<file path="config.mk">
export PLATFORM = sky130hd
export DESIGN_NAME = ohr_rotate_unit
export DESIGN_NICKNAME = d
export VERILOG_FILES = /design/src/rtl/ohr_pkg.sv /design/src/rtl/ohr_bin2oh.sv /design/src/rtl/ohr_oh2bin.sv /design/src/rtl/ohr_shift_core.sv /design/src/rtl/ohr_rotate_unit.sv
export SDC_FILE = /design/constraint.sdc
export NUM_CORES = 1
export LEC_CHECK = 0
export BUFFER_PORTS_ARGS = -buffer_cell sky130_fd_sc_hd__buf_2
export CAP_MARGIN = 0
export CORE_UTILIZATION = 23
export CTS_CLUSTER_DIAMETER = 80
export DETAILED_ROUTE_END_ITERATION = 10
export PLACE_DENSITY = 0.48
export SETUP_SLACK_MARGIN = 0.02
export SLEW_MARGIN = 20
export SYNTH_ARGS = -nofsm -noshare
export SYNTH_HDL_FRONTEND = slang
export SYNTH_SLANG_ARGS = --single-unit
export TNS_END_PERCENT = 100
</file>
<file path="constraint.sdc">
create_clock -name clk -period 4.9 [get_ports clk]
set_input_delay 0.49 -clock clk [delete_from_list [all_inputs] [get_ports clk]]
set_output_delay 0.49 -clock clk [all_outputs]
set_load 0.02 [all_outputs]
</file>
<file path="src/rtl/ohr_pkg.sv">
package ohr_pkg;

    localparam int DEF_MOD = 5;

    typedef enum logic [1:0] {
        OP_ADD  = 2'd0,
        OP_SUB  = 2'd1,
        OP_MUL  = 2'd2,
        OP_PASS = 2'd3
    } op_e;

endpackage

</file>
<file path="src/rtl/ohr_bin2oh.sv">
module ohr_bin2oh #(
    parameter int M = ohr_pkg::DEF_MOD,
    localparam int W = $clog2(M)
) (
    input  logic [W-1:0] bin,
    output logic [M-1:0] oh
);
    localparam logic [W:0] MW = (W+1)'(M);

    always_comb begin
        for (int i = 0; i < M; i++) begin
            oh[i] = (bin == W'(i));
        end
    end

    always_comb begin
        if ({1'b0, bin} < MW) begin
            AST_ENC_ONEHOT: assert ($onehot(oh));
        end
    end
endmodule

</file>
<file path="src/rtl/ohr_oh2bin.sv">
module ohr_oh2bin #(
    parameter int M = ohr_pkg::DEF_MOD,
    localparam int W = $clog2(M)
) (
    input  logic [M-1:0] oh,
    output logic [W-1:0] bin
);
    always_comb begin
        bin = '0;
        for (int i = 0; i < M; i++) begin
            if (oh[i]) bin = bin | W'(i);
        end
    end
endmodule

</file>
<file path="src/rtl/ohr_shift_core.sv">
module ohr_shift_core
    import ohr_pkg::*;
#(
    parameter int M = DEF_MOD
) (
    input  op_e          op,
    input  logic [M-1:0] data,
    input  logic [M-1:0] shift,
    output logic [M-1:0] result
);
    logic [M-1:0] cand [M];
    logic [M-1:0] rot;

    for (genvar k = 0; k < M; k++) begin : g_amt
        logic [M-1:0] c;
        always_comb begin
            c = '0;
            for (int i = 0; i < M; i++) begin
                case (op)
                    OP_ADD:  c[(i + k) % M]     = c[(i + k) % M]     | data[i];
                    OP_SUB:  c[(i + M - k) % M] = c[(i + M - k) % M] | data[i];
                    OP_MUL:  c[(i * k) % M]     = c[(i * k) % M]     | data[i];
                    default: c[i]               = c[i]               | data[i];
                endcase
            end
        end
        assign cand[k] = c;
    end

    always_comb begin
        rot = '0;
        for (int k = 0; k < M; k++) begin
            if (shift[k]) rot = rot | cand[k];
        end
    end

    assign result = (op == OP_PASS) ? data : rot;
endmodule

</file>
<file path="src/rtl/ohr_rotate_unit.sv">
module ohr_rotate_unit
    import ohr_pkg::*;
#(
    parameter int M = DEF_MOD,
    localparam int W = $clog2(M)
) (
    input  logic         clk,
    input  logic         rst,
    input  logic         in_valid,
    input  logic [1:0]   op,
    input  logic [M-1:0] data_oh,
    input  logic [M-1:0] shift_oh,
    output logic         res_valid,
    output logic [M-1:0] res_oh,
    output logic         res_err,
    output logic [W-1:0] res_bin,
    input  logic [W-1:0] tst_bin,
    output logic [M-1:0] tst_oh
);
    op_e          op_s;
    logic [M-1:0] core_out;
    logic         bad;

    assign op_s = op_e'(op);

    ohr_shift_core #(.M(M)) u_core (
        .op     (op_s),
        .data   (data_oh),
        .shift  (shift_oh),
        .result (core_out)
    );

    assign bad = !$onehot(data_oh) || ((op_s != OP_PASS) && !$onehot(shift_oh));

    always_ff @(posedge clk) begin
        if (rst) begin
            res_valid <= 1'b0;
            res_oh    <= '0;
            res_err   <= 1'b0;
        end else begin
            res_valid <= in_valid;
            if (in_valid) begin
                res_err <= bad;
                res_oh  <= bad ? '0 : core_out;
            end
        end
    end

    ohr_oh2bin #(.M(M)) u_dec (.oh(res_oh), .bin(res_bin));
    ohr_bin2oh #(.M(M)) u_enc (.bin(tst_bin), .oh(tst_oh));

    AST_VALID_LAT: assert property (@(posedge clk) disable iff (rst)
        in_valid |=> res_valid);
    AST_IDLE_LAT: assert property (@(posedge clk) disable iff (rst)
        !in_valid |=> !res_valid);
    AST_RES_ONEHOT: assert property (@(posedge clk) disable iff (rst)
        (res_valid && !res_err) |-> $onehot(res_oh));
    AST_BAD_DATA: assert property (@(posedge clk) disable iff (rst)
        (in_valid && !$onehot(data_oh)) |=> (res_err && res_oh == '0));
    AST_TOGGLE_TWO: assert property (@(posedge clk) disable iff (rst)
        (res_valid && !res_err && $past(res_valid) && !$past(res_err))
        |-> ($countones(res_oh ^ $past(res_oh)) <= 2));
    AST_IDLE_HOLD: assert property (@(posedge clk) disable iff (rst)
        !in_valid |=> ($stable(res_oh) && $stable(res_err)));
endmodule

</file>
== After elaboration in Yosys (flattened, before gate mapping) ==
Index checks and enable logic that the tools add are counted.

* Register bits after elaboration: 7
* Latch bits: 0
* Bits in writable memories: 0
* Memory bits (read-only): 0
* Bits of input ports: 18
* Output and inout port bits: 15
* Memories: 0

* $add $sub $neg: 8
* $mul: 0
* Divide/modulo/power cells: 0
* Order comparisons: 0
* Eq/ne operators: 10
* Shifts and indexed selects: 0
* Muxes and demuxes: 72
* Bitwise gates (word level): 46
* Reduce and logical (&&, ||, !) cells: 10

{| class="wikitable"
|+ Operators with widths
! kind !! number
|-
| $mux 1 || 62
|-
| $or 1x1->1 || 42
|-
| $mux 5 || 7
|-
| $or 5x5->5 || 4
|-
| $eq 3x1->1 const B || 3
|-
| $add 1x1->2 || 4
|-
| $add 2x2->3 || 2
|-
| $add 3x1->3 || 2
|-
| $eq 3x2->1 const B || 2
|-
| $reduce_or 2->1 || 3
|-
| $eq 2x2->1 const B || 2
|-
| $mux 2 || 2
|-
| $eq 3x3->1 const B || 1
|-
| $logic_not 3->1 || 1
|-
| $mux 3 || 1
|-
| $reduce_or 3->1 || 1
|-
| $eq 2x1->1 const B || 1
|-
| $logic_not 1->1 || 2
|-
| $logic_not 2->1 || 1
|-
| $ne 2x2->1 const B || 1
|-
| $logic_and 1x1->1 || 1
|-
| $logic_or 1x1->1 || 1
|}

== Logic depth before layout (Yosys ltp) ==
Gate-level depths: netlist of run 1.

* Word-level depth: 19
* Depth in mapped cells: 9

== Cells and area by module ==
From an unflattened synthesis of run 1, not the netlist that was laid out.

* Cells, all modules: 139
* Area, all modules: 1137.3 um2

{| class="wikitable"
|+ Modules (own cells, without submodules)
! module !! instances !! cells each !! area an instance (um2) !! seq. area each (um2)
|-
| ohr_shift_core || 1 || 83 || 624.3 || 0.0
|-
| ohr_rotate_unit || 1 || 48 || 455.4 || 140.1
|-
| ohr_bin2oh || 1 || 5 || 37.5 || 0.0
|-
| ohr_oh2bin || 1 || 3 || 20.0 || 0.0
|}

== Worst setup path before layout of run 1 ==
Ideal clock, no wire load.

* Path kind: input-to-reg
* Start: in data_oh[0]
* End: reg res_oh[1]
* Arrival time: 2.454 ns
* Required time: 4.809 ns
* Path slack: 2.355 ns
* Stages: 9
* Cells stage by stage: fa_1 > inv_1 > fa_1 > inv_1 > ha_1 > nor4b_1 > o21a_1 > a21oi_1 > a311oi_1

* Cells in the longest elaborated chain, start to end: 15
* Elaborated cells between the ends (all ways): 28

{| class="wikitable"
|+ Ends and longest elaborated chain
! element !! line !! RTL
|-
| from (decl) || ohr_rotate_unit.sv:11 || <nowiki>input logic [M-1:0] data_oh,</nowiki>
|-
| $mux 1 || ohr_shift_core.sv:19 || <nowiki>case (op)</nowiki>
|-
| $or 1x1->1 || ohr_shift_core.sv:22, ohr_shift_core.sv:23 ||
|-
| $mux 1 || -- ||
|-
| $or 1x1->1 || ohr_shift_core.sv:21 || <nowiki>OP_SUB: c[(i + M - k) % M] = c[(i + M - k) % M] | data[i];</nowiki>
|-
| $mux 1 || ohr_shift_core.sv:19 ||
|-
| $or 5x5->5 || ohr_shift_core.sv:33 || <nowiki>if (shift[k]) rot = rot | cand[k];</nowiki>
|-
| $mux 5 || ohr_shift_core.sv:33 ||
|-
| $or 5x5->5 || ohr_shift_core.sv:33 ||
|-
| $mux 5 || ohr_shift_core.sv:33 ||
|-
| $or 5x5->5 || ohr_shift_core.sv:33 ||
|-
| $mux 5 || ohr_shift_core.sv:33 ||
|-
| $or 5x5->5 || ohr_shift_core.sv:33 ||
|-
| $mux 5 || ohr_shift_core.sv:33 ||
|-
| $mux 5 || ohr_shift_core.sv:37 || <nowiki>assign result = (op == OP_PASS) ? data : rot;</nowiki>
|-
| $mux 5 (*) || ohr_rotate_unit.sv:44 || <nowiki>res_oh <= bad ? '0 : core_out;</nowiki>
|-
| to (signal assigned) || ohr_rotate_unit.sv:44 ||
|-
| to (decl) || ohr_rotate_unit.sv:14 || <nowiki>output logic [M-1:0] res_oh,</nowiki>
|}

Every way passes the cells marked *; elsewhere a longest branch is shown, timed or not.
A chain may end at the register's enable or synchronous reset.

== Final worst setup path of run 1 ==
* Start: in data_oh[0]
* End: reg res_oh[2]

* Cells in the longest elaborated chain, start to end: 15
* Elaborated cells between the ends (all ways): 26

{| class="wikitable"
|+ Ends and longest elaborated chain
! element !! line !! RTL
|-
| $mux 1 || ohr_shift_core.sv:19 ||
|-
| $or 1x1->1 || ohr_shift_core.sv:22 || <nowiki>OP_MUL: c[(i * k) % M] = c[(i * k) % M] | data[i];</nowiki>
|-
| $mux 1 || ohr_shift_core.sv:19 ||
|-
| $or 1x1->1 || ohr_shift_core.sv:23 || <nowiki>default: c[i] = c[i] | data[i];</nowiki>
|-
| $mux 1 || ohr_shift_core.sv:19 ||
|-
| $or 1x1->1 || ohr_shift_core.sv:21 ||
|-
| $mux 1 || ohr_shift_core.sv:19 ||
|-
| $or 5x5->5 || ohr_shift_core.sv:33 ||
|-
| $mux 5 || ohr_shift_core.sv:33 ||
|-
| $or 5x5->5 || ohr_shift_core.sv:33 ||
|-
| $mux 5 || ohr_shift_core.sv:33 ||
|-
| $or 5x5->5 || ohr_shift_core.sv:33 ||
|-
| $mux 5 || ohr_shift_core.sv:33 ||
|-
| $mux 5 || ohr_shift_core.sv:37 ||
|-
| $mux 5 (*) || ohr_rotate_unit.sv:44 ||
|}

Marks and branches as above.

==> results.txt, run 1 <==
Status: complete, no violations
Drt drc: 0
WL final: 3102 um
Clock Skew: 0 ps
Initial antenna violation count: 0
H-tree depth: 1
Nets@finish: 188
CTS root buffer: clkbuf_8
Period utilization: 56.89%
Logic pwr share: 42.0%
CTS max path bufs: 2
Final GP Congestion: 0.8515
Req. time, crit path: 5030 ps
Ys flop type: dfxtp_1
Largest net degree at the start of global routing: 16
Sw Ratio: 34.84%
Post-CTS resize count: 0
EDFF count, synth: 0
Flop pwr share: 25.2%
Post-layout min period: 2788 ps
Synthesized area: 1027 um2
CP Launch Type: input pin
Unrepaired setup endpoints after global routing: no
CTS Sinks: 7
Synth Net Count: 160
Placed Instances: 203
Initial Utilization: 24.79%
Crit path DAT: 2910 ps
Peak VDD IR: 0.05455 mV
Routed Antenna Nets: 0
Via count: 1,136
Initial drt markers: 76
Max Freq: 0.3587 GHz
Yosys top cell area share: 13.64%
Most frequent cells after synthesis: nand2_1 (18), ha_1 (8), inv_1 (8), nor2b_1 (8), dfxtp_1 (7)
Total global routing overflow: 0
Row cnt: 23
# hold bufs at CTS: 0
FF-to-FF setup slack: 3700 ps
Final hold vios: 0
Syn. warnings: 0
Finished Layout Cells: 207
Power Internal: 157.7 uW
Critical Path Fanout Max: 9
Sequential share of the synthesized area: 13.64%
IO Count: 33
Tot Pwr: 242.1 uW
Leakage: 0.0005776 uW
Syn_area_per_cell: 7.902 um2
Crit. End Element: flip-flop
Cell taking the most area after synthesis: dfxtp_1
Switching power: 84.35 uW
Clock Latency Late Sink: 220 ps
FFs w/ async S/R, synth: 0%
Die width: 68.83 um
Post-CTS Setup Repair Bufs: 0
Clk slew on worst S/H paths: 40 ps
Dpl hpwl: 2436 um
CP Class: input pin to flip-flop
Vias in the first global route: 1,048
Post-Synthesis Cells: 130
Slew Limit Headroom: 69.19%
# diodes: 0
Synth cell types: 38
Pre-antenna DRT Iters: 4
Max Cap Viol: 0
Setup Viol. Count Final: 0
Vias per cell: 5.488
HP Class: flip-flop to flip-flop
Clock power share: 32.8%
Largest cells by area after synthesis: dfxtp_1 (14%), ha_1 (9.7%), fa_1 (7.8%), nand2_1 (6.6%), a221o_1 (4.9%)
Tot GR Track Use: 14.20%
Hold_ws: 471.8 ps
DR WL/cell: 14.99 um
Post-Route Utilization: 29.71%
CTS Buf Count: 3
Worst-Margin Slew: 450.4 ps
# port buffers: 32
Count leader, synth: nand2_1
CTS tree: yes
Fraction of layout cells with a size suffix above 1: 25.48%
# fillers: 474
PwrDens: 196.6 nW/um2
First-pass GRT wire length: 5112 um
Core area: 4144 um2
Max-slew violations: 0
Die Ht: 68.83 um
Die area: 4738 um2
Post-synthesis register bit count: 7
Area grow syn2layout: 19.85%
Setup Total Neg Slack: 0 ps
## cells by family after synthesis
kind of cell / Yosys count / synth area share [%]
AOI/OAI and AO/OA: 42 / 32.40
adders and majority gates: 12 / 17.54
buffers and inverters: 17 / 9.135
DFF: 7 / 13.64
and+or+nand+nor: 52 / 27.28
## per-layer routing
| layer | track usage (%) | share of wire (%) | routed length, um | up-vias |
|---|---|---|---|---|
| met2 | 22.79 | 45 | 1394 | 71 |
| met5 | 0 | 0 | 0 | - |
| met4 | 3.827 | 0.55 | 17 | 0 |
| met1 | 20.20 | 46 | 1419 | 518 |
| met3 | 1.151 | 8.7 | 270 | 2 |
| li1 | - | - | - | 545 |
## registers in the layout, summed over array words and instances (netlist names)
register,flops
res_err,1
res_oh,5
res_valid,1
## path summary, 6_finish.rpt
check                   from         to  cells after the start
setup / recovery  data_oh[0]  res_oh[2]                     10
hold reg to reg      res_err    res_err                      2
hold / removal       res_err    res_err                      2
setup reg to reg   res_oh[0]  res_oh[0]                      3
## power groups by stage
stage | combinational [uW] | sequential [uW] | clock (uW)
3_5_place_dp | 101 | 62.0 | 0
4_1_cts | 101 | 61.1 | 82.2
6_report | 102 | 61.0 | 79.3
5_1_grt | 114 | 61.5 | 85.3
3_3_place_gp | 98.7 | 61.8 | 0
2_1_floorplan | 65.5 | 65.1 | 0
## critical path: stages
cell	delay [ps]
buf_2	160
fa_1	540
inv_1	50
fa_1	350
inv_1	60
ha_1	220
nor4b_1	360
o21a_1	310
a21oi_1	110
a311oi_1	260
## per-stage QoR
stage / setup WS, ps / cell area (um2)
4_1_cts: 2098 / 1231
2_1_floorplan: 2355 / 1027
6_report: 2112 / 1231
3_3_place_gp: 2006 / 1186
5_1_grt: 1924 / 1231
3_5_place_dp: 1872 / 1186
## cell type report
class | count | area, um2 | share of cell area, %
well taps | 50 | 62.56 | 5.081
flip-flops and latches | 7 | 140.1 | 11.38
repair buffers | 32 | 160.2 | 13.01
multi-input cells | 106 | 793.3 | 64.43
clock buffers | 4 | 45.04 | 3.659
inverters | 8 | 30.03 | 2.439
## placed cells by master, fill, tap and decap left out, drive strengths merged, types with 2 or more instances in the layout
cell,netlist,final
and2,4,4
nand3,5,5
ha,8,8
a311oi,3,3
clkbuf,2,4
nor2,2,2
o21ai,5,5
buf,7,32
a211oi,5,5
a222oi,4,4
nand2,18,18
a22o,3,3
dfxtp,7,7
or2,2,2
inv,8,8
nor2b,8,8
nor3,2,2
fa,4,4
a21oi,6,6
nor3b,5,5
or3,2,2
a22oi,2,2
a221o,7,7
No activity file was read; power rests on OpenSTA's default activity.
==> inputs of run 2 (changes only) <==
--- a/config.mk
+++ b/config.mk
@@ -5,6 +5,7 @@
 export SDC_FILE = /design/constraint.sdc
 export NUM_CORES = 1
 export LEC_CHECK = 0
+export ABC_AREA = 1
 export BUFFER_PORTS_ARGS = -buffer_cell sky130_fd_sc_hd__buf_2
 export CAP_MARGIN = 0
 export CORE_UTILIZATION = 23
==> constraint.sdc (replaced) <==
create_clock -name clk -period 2.6 [get_ports clk]
set_input_delay 0.26 -clock clk [delete_from_list [all_inputs] [get_ports clk]]
set_output_delay 0.26 -clock clk [all_outputs]
set_load 0.02 [all_outputs]
==> results.txt, run 2 <==
Sequential standard cell area: 140.1 um2 (unchanged)
# port buffers: 32 (unchanged)
Die Ht: 70.44 um (was 68.83 um)
Vias in the first global route: 1,199 (was 1,048)
CTS max path bufs: 2 (unchanged)
Initial antenna violation count: 0 (unchanged)
CP Launch Type: input pin (unchanged)
CTS Buf Count: 3 (unchanged)
First-pass GRT wire length: 5382 um (was 5112 um)
Initial Utilization: 24.40% (was 24.79%)
Max Freq: 0.4454 GHz
Most frequent cells after synthesis: nand2_1 (93), inv_1 (30), nand3_1 (13) (was nand2_1 (18), ha_1 (8), inv_1 (8), nor2b_1 (8), dfxtp_1 (7))
Cell taking the most area after synthesis: nand2_1 (was dfxtp_1)
Unrepaired setup endpoints after global routing: no (unchanged)
Ys flop type: dfxtp_1 (unchanged)
# diodes: 0 (unchanged)
Most common cell after layout, fill and taps aside: nand2_1 (was buf_2)
# hold bufs at CTS: 0 (unchanged)
Clock Latency Late Sink: 230 ps (was 220 ps)
Power Internal: 291.2 uW (was 157.7 uW)
Die area: 4962 um2 (was 4738 um2)
Sequential share of the synthesized area: 13.01% (was 13.64%)
Leakage: 0.0008467 uW (was 0.0005776 uW)
Period utilization: 86.35%
Placed Area: 1290 um2 (was 1186 um2)
Clock power share: 33.3% (was 32.8%)
Hold_ws: 278.9 ps (was 471.8 ps)
Syn_area_per_cell: 5.386 um2 (was 7.902 um2)
Setup Viol. Count Final: 0 (unchanged)
Post-Synthesis Cells: 200 (was 130)
Area of the multi-input gates: 797.0 um2 (was 793.3 um2)
Worst-Margin Slew: 276.7 ps (was 450.4 ps)
FFs w/ async S/R, synth: 0% (unchanged)
DR WL/cell: 11.01 um (was 14.99 um)
CTS tree: yes (unchanged)
Fin area: 1335 um2 (was 1231 um2)
Top flop regs: res_oh x5, res_err x1, res_valid x1 (unchanged)
Commonest cells after routing, fill and taps aside: nand2_1 (93), buf_2 (32), inv_1 (30) (was buf_2 (32), nand2_1 (18), inv_1 (8), nor2b_1 (8), ha_1 (8))
CP Class: input pin to flip-flop (unchanged)
Slew Limit Headroom: 81.55% (was 69.19%)
Largest net degree at the start of global routing: 11 (was 16)
Post-CTS Setup Repair Bufs: 0 (unchanged)
Crit. End Element: flip-flop (unchanged)
Max Cap Viol: 0 (unchanged)
Yosys top cell area share: 32.40% (was 13.64%)
Setup Total Neg Slack: 0 ps (unchanged)
CTS root buffer: clkbuf_8 (unchanged)
Total global routing overflow: 0 (unchanged)
H-tree depth: 1 (unchanged)
Peak VDD IR: 0.1225 mV (was 0.05455 mV)
EDFF count, synth: 0 (unchanged)
Switching power: 179.7 uW (was 84.35 uW)
Crit path DAT: 2410 ps (was 2910 ps)
Final GP Congestion: 0.8722 (was 0.8515)
Drt drc: 0 (unchanged)
Clock Skew: 0 ps (unchanged)
Dpl hpwl: 2550 um (was 2436 um)
Most flops, register: res_oh (unchanged)
PwrDens: 352.8 nW/um2 (was 196.6 nW/um2)
Pre-antenna DRT Iters: 4 (unchanged)
Post-synthesis register bit count: 7 (unchanged)
Req. time, crit path: 2760 ps (was 5030 ps)
IO Count: 33 (unchanged)
Synth Net Count: 230 (was 160)
Clk slew on worst S/H paths: 40 ps (about the same)
Die width: 70.44 um (was 68.83 um)
WL final: 3139 um (was 3102 um)
Routed Antenna Nets: 0 (unchanged)
Vias per cell: 4.667 (was 5.488)
Core area: 4414 um2 (was 4144 um2)
Area grow syn2layout: 23.93% (was 19.85%)
Largest register FFs: 5 (unchanged)
Initial drt markers: 60 (was 76)
Logic pwr share: 42.2% (was 42.0%)
Tot GR Track Use: 13.60% (was 14.20%)
HP Class: input pin to flip-flop (was flip-flop to flip-flop)
Status: complete, no violations (unchanged)
Row cnt: 24 (was 23)
Nets@finish: 264 (was 188)
Post-layout min period: 2245 ps
CTS Sinks: 7 (unchanged)
Post-CTS resize count: 0 (unchanged)
Largest cells by area after synthesis: nand2_1 (32%), dfxtp_1 (13%), inv_1 (10%), ha_1 (9.3%), fa_1 (7.4%) (was dfxtp_1 (14%), ha_1 (9.7%), fa_1 (7.8%), nand2_1 (6.6%), a221o_1 (4.9%))
Count leader, synth: nand2_1 (unchanged)
Synthesized area: 1077 um2 (was 1027 um2)
Syn. warnings: 0 (unchanged)
# fillers: 510 (was 474)
Synth cell types: 19 (was 38)
Flop pwr share: 24.5% (was 25.2%)
Fraction of layout cells with a size suffix above 1: 17.60% (was 25.48%)
Sw Ratio: 38.17% (was 34.84%)
Critical Path Fanout Max: 6 (was 9)
Max-slew violations: 0 (unchanged)
Final hold vios: 0 (unchanged)
Via count: 1,330 (was 1,136)
## run 2: changes by cell type after synthesis, sizes merged, moves of 5 or more
cell / before / now
nor2: 2 / 10
a221o: 7 / 0
nand2: 18 / 93
a211oi: 5 / 0
nand3: 5 / 13
inv: 8 / 30
nor2b: 8 / 0
o21ai: 5 / 10
## run 2: path summary, 6_finish.rpt
path         slack (ps)  cells past startpoint         to  startpoint
min reg2reg         480                      2  res_oh[0]   res_oh[0]
min                 280                      2  res_oh[0]         rst
max                 350                     13  res_oh[2]  data_oh[0]
max reg2reg        1980                      2  res_oh[3]   res_oh[3]
## run 2: stage by stage
step	power, uW	util (%)	std cells	setup WS [ps]
finish	470.9	30.24	285	354.9
global route	515.1	30.24	285	53.26
CTS	477.3	30.24	285	339.0
detailed placement	316.1	29.22	281	111.4
global placement	321.8	29.22	281	51.41
floorplan	249.7	-	200	483.8
## run 2: cell families after synthesis
| kind of cell | synth area share (%) |
|---|---|
| DFF | 13.01 |
| buffers and inverters | 13.01 |
| and+or+nand+nor | 46.92 |
| adders and majority gates | 16.73 |
| AOI/OAI and AO/OA | 10.34 |
## run 2: per-layer routing
layer	wire length (um)	global-route usage, %	up-vias
li1	-	-	683
met4	72	4.667	0
met1	1444	17.99	585
met3	186	2.597	7
met5	0	0	-
met2	1436	21.90	55
## run 2: power by group through the flow
stage,sequential [uW],combinational (uW),clock (uW)
2_1_floorplan,123,126,0
3_3_place_gp,117,205,0
3_5_place_dp,117,199,0
4_1_cts,115,200,162
5_1_grt,116,231,168
6_report,115,199,157
## run 2: cell type report
type                    count  share of cell area (%)
clock buffers               4                   3.374
repair buffers             34                   13.12
multi-input cells         158                   59.70
well taps                  52                   4.873
flip-flops and latches      7                   10.50
inverters                  30                   8.435
## run 2: worst max-delay path, stage by stage
cell,delay [ps]
buf_2,150
fa_1,540
inv_1,50
fa_1,350
inv_1,60
ha_1,210
inv_1,50
nand2_1,40
nor3_1,170
nand2_1,170
a21oi_1,150
o21ai_0,100
a21oi_1,120
==> inputs of run 3 (changes only) <==
--- a/config.mk
+++ b/config.mk
@@ -12,6 +12,7 @@
 export CTS_CLUSTER_DIAMETER = 80
 export DETAILED_ROUTE_END_ITERATION = 10
 export PLACE_DENSITY = 0.48
+export REMOVE_ABC_BUFFERS = 1
 export SETUP_SLACK_MARGIN = 0.02
 export SLEW_MARGIN = 20
 export SYNTH_ARGS = -nofsm -noshare
==> results.txt, run 3 (synthesis gave the netlist of run 2 again) <==
Status: complete, no violations (unchanged)
Most common cell after layout, fill and taps aside: nand2_1 (unchanged)
CTS Buf Count: 3 (unchanged)
Grt met3 use: 2.597% (unchanged)
HP Class: input pin to flip-flop (unchanged)
Vias in the first global route: 1,205 (was 1,199)
Die area: 4962 um2 (unchanged)
Crit path DAT: 2400 ps (was 2410 ps)
Die Ht: 70.44 um (unchanged)
Setup Total Neg Slack: 0 ps (unchanged)
Fraction of layout cells with a size suffix above 1: 17.60% (unchanged)
Clk slew on worst S/H paths: 40 ps (about the same)
Pre-antenna DRT Iters: 4 (unchanged)
Post-layout min period: 2240 ps (was 2245 ps)
Most flops, register: res_oh (unchanged)
Worst-Margin Slew: 281.9 ps (was 276.7 ps)
# hold bufs at CTS: 0 (unchanged)
Largest register FFs: 5 (unchanged)
Clock Skew: 0 ps (unchanged)
Max Cap Viol: 0 (unchanged)
Setup Viol. Count Final: 0 (unchanged)
Tot GR Track Use: 13.39% (was 13.60%)
IO Count: 33 (unchanged)
Routed Antenna Nets: 0 (unchanged)
M1 GR Usage: 18.08% (was 17.99%)
CTS root buffer: clkbuf_8 (unchanged)
Via count: 1,298 (was 1,330)
Slew Limit Headroom: 81.20% (was 81.55%)
Dpl hpwl: 2572 um (was 2550 um)
CTS Sinks: 7 (unchanged)
CP Class: input pin to flip-flop (unchanged)
Nets@finish: 264 (unchanged)
CP Launch Type: input pin (unchanged)
CTS max path bufs: 2 (unchanged)
GRT met2 Usage: 21.38% (was 21.90%)
Max Freq: 0.4464 GHz (was 0.4454 GHz)
H-tree depth: 1 (unchanged)
WL final: 3193 um (was 3139 um)
Vias per cell: 4.554 (was 4.667)
Leakage: 0.0008467 uW (unchanged)
Initial drt markers: 43 (was 60)
Hold_ws: 287.1 ps (was 278.9 ps)
Critical Path Fanout Max: 6 (unchanged)
Clock Latency Late Sink: 220 ps (was 230 ps)
CTS tree: yes (unchanged)
Commonest cells after routing, fill and taps aside: nand2_1 (93), buf_2 (32), inv_1 (30) (unchanged)
Period utilization: 86.15% (was 86.35%)
Post-CTS Setup Repair Bufs: 0 (unchanged)
Peak VDD IR: 0.1533 mV (was 0.1225 mV)
Total global routing overflow: 0 (unchanged)
Area grow syn2layout: 23.93% (unchanged)
Die width: 70.44 um (unchanged)
Unrepaired setup endpoints after global routing: no (unchanged)
PwrDens: 349.1 nW/um2 (was 352.8 nW/um2)
Initial Utilization: 24.40% (unchanged)
Initial antenna violation count: 0 (unchanged)
# port buffers: 32 (unchanged)
Post-CTS resize count: 0 (unchanged)
Req. time, crit path: 2760 ps (about the same)
# diodes: 0 (unchanged)
Drt drc: 0 (unchanged)
Final GP Congestion: 0.8552 (was 0.8722)
Final hold vios: 0 (unchanged)
Core area: 4414 um2 (unchanged)
Row cnt: 24 (unchanged)
Crit. End Element: flip-flop (unchanged)
DR WL/cell: 11.20 um (was 11.01 um)
Max-slew violations: 0 (unchanged)
Busiest grt layer: met2 (unchanged)
Largest net degree at the start of global routing: 11 (unchanged)
First-pass GRT wire length: 5430 um (was 5382 um)
Top flop regs: res_oh x5, res_err x1, res_valid x1 (unchanged)
[run 3: cell type report]
class / count / area, um2
Fill cell: 516 / 3079
Multi-Input combinational cell: 158 / 797.0
Timing Repair Buffer: 34 / 175.2
Sequential cell: 7 / 140.1
Inverter: 30 / 112.6
Tap cell: 52 / 65.06
Clock buffer: 4 / 45.04
[run 3: final timing paths]
check	from	end	slack, ps	cells past startpoint
min reg2reg	res_oh[1]	res_oh[1]	470	2
min	rst	res_oh[0]	290	2
max reg2reg	res_err	res_err	1980	2
max	data_oh[0]	res_oh[4]	360	13
[run 3: layer usage]
layer	vias to the layer above	share of wire (%)
li1	684	-
met1	566	48
met2	42	46
met3	6	4.4
met4	0	2.0
met5	-	0
[run 3: critical path, stage by stage]
cell,delay (ps)
buf_2,150
fa_1,530
inv_1,50
fa_1,340
inv_1,60
ha_1,220
inv_1,50
nand2_1,40
nor3_1,170
nand2_1,170
a21oi_1,170
o21ai_1,80
a21oi_1,110
[run 3: stage by stage]
stage                     setup WS, ps  total power [uW]  utilization [%]  area (um2)  cells
after global placement           86.06             321.8            29.22        1290    281
after detailed placement         135.1             317.1            29.22        1290    281
after floorplan                  483.8             242.1                -        1050    195
after CTS                        354.6             473.3            30.24        1335    285
final                            360.1             466.1            30.24        1335    285
after global routing             141.2             511.8            30.24        1335    285
[run 3: power by group]
part,total (uW),internal (uW),switching (uW)
sequential,115,113,2.57
combinational,200,72.4,128
clock,150,106,44.4
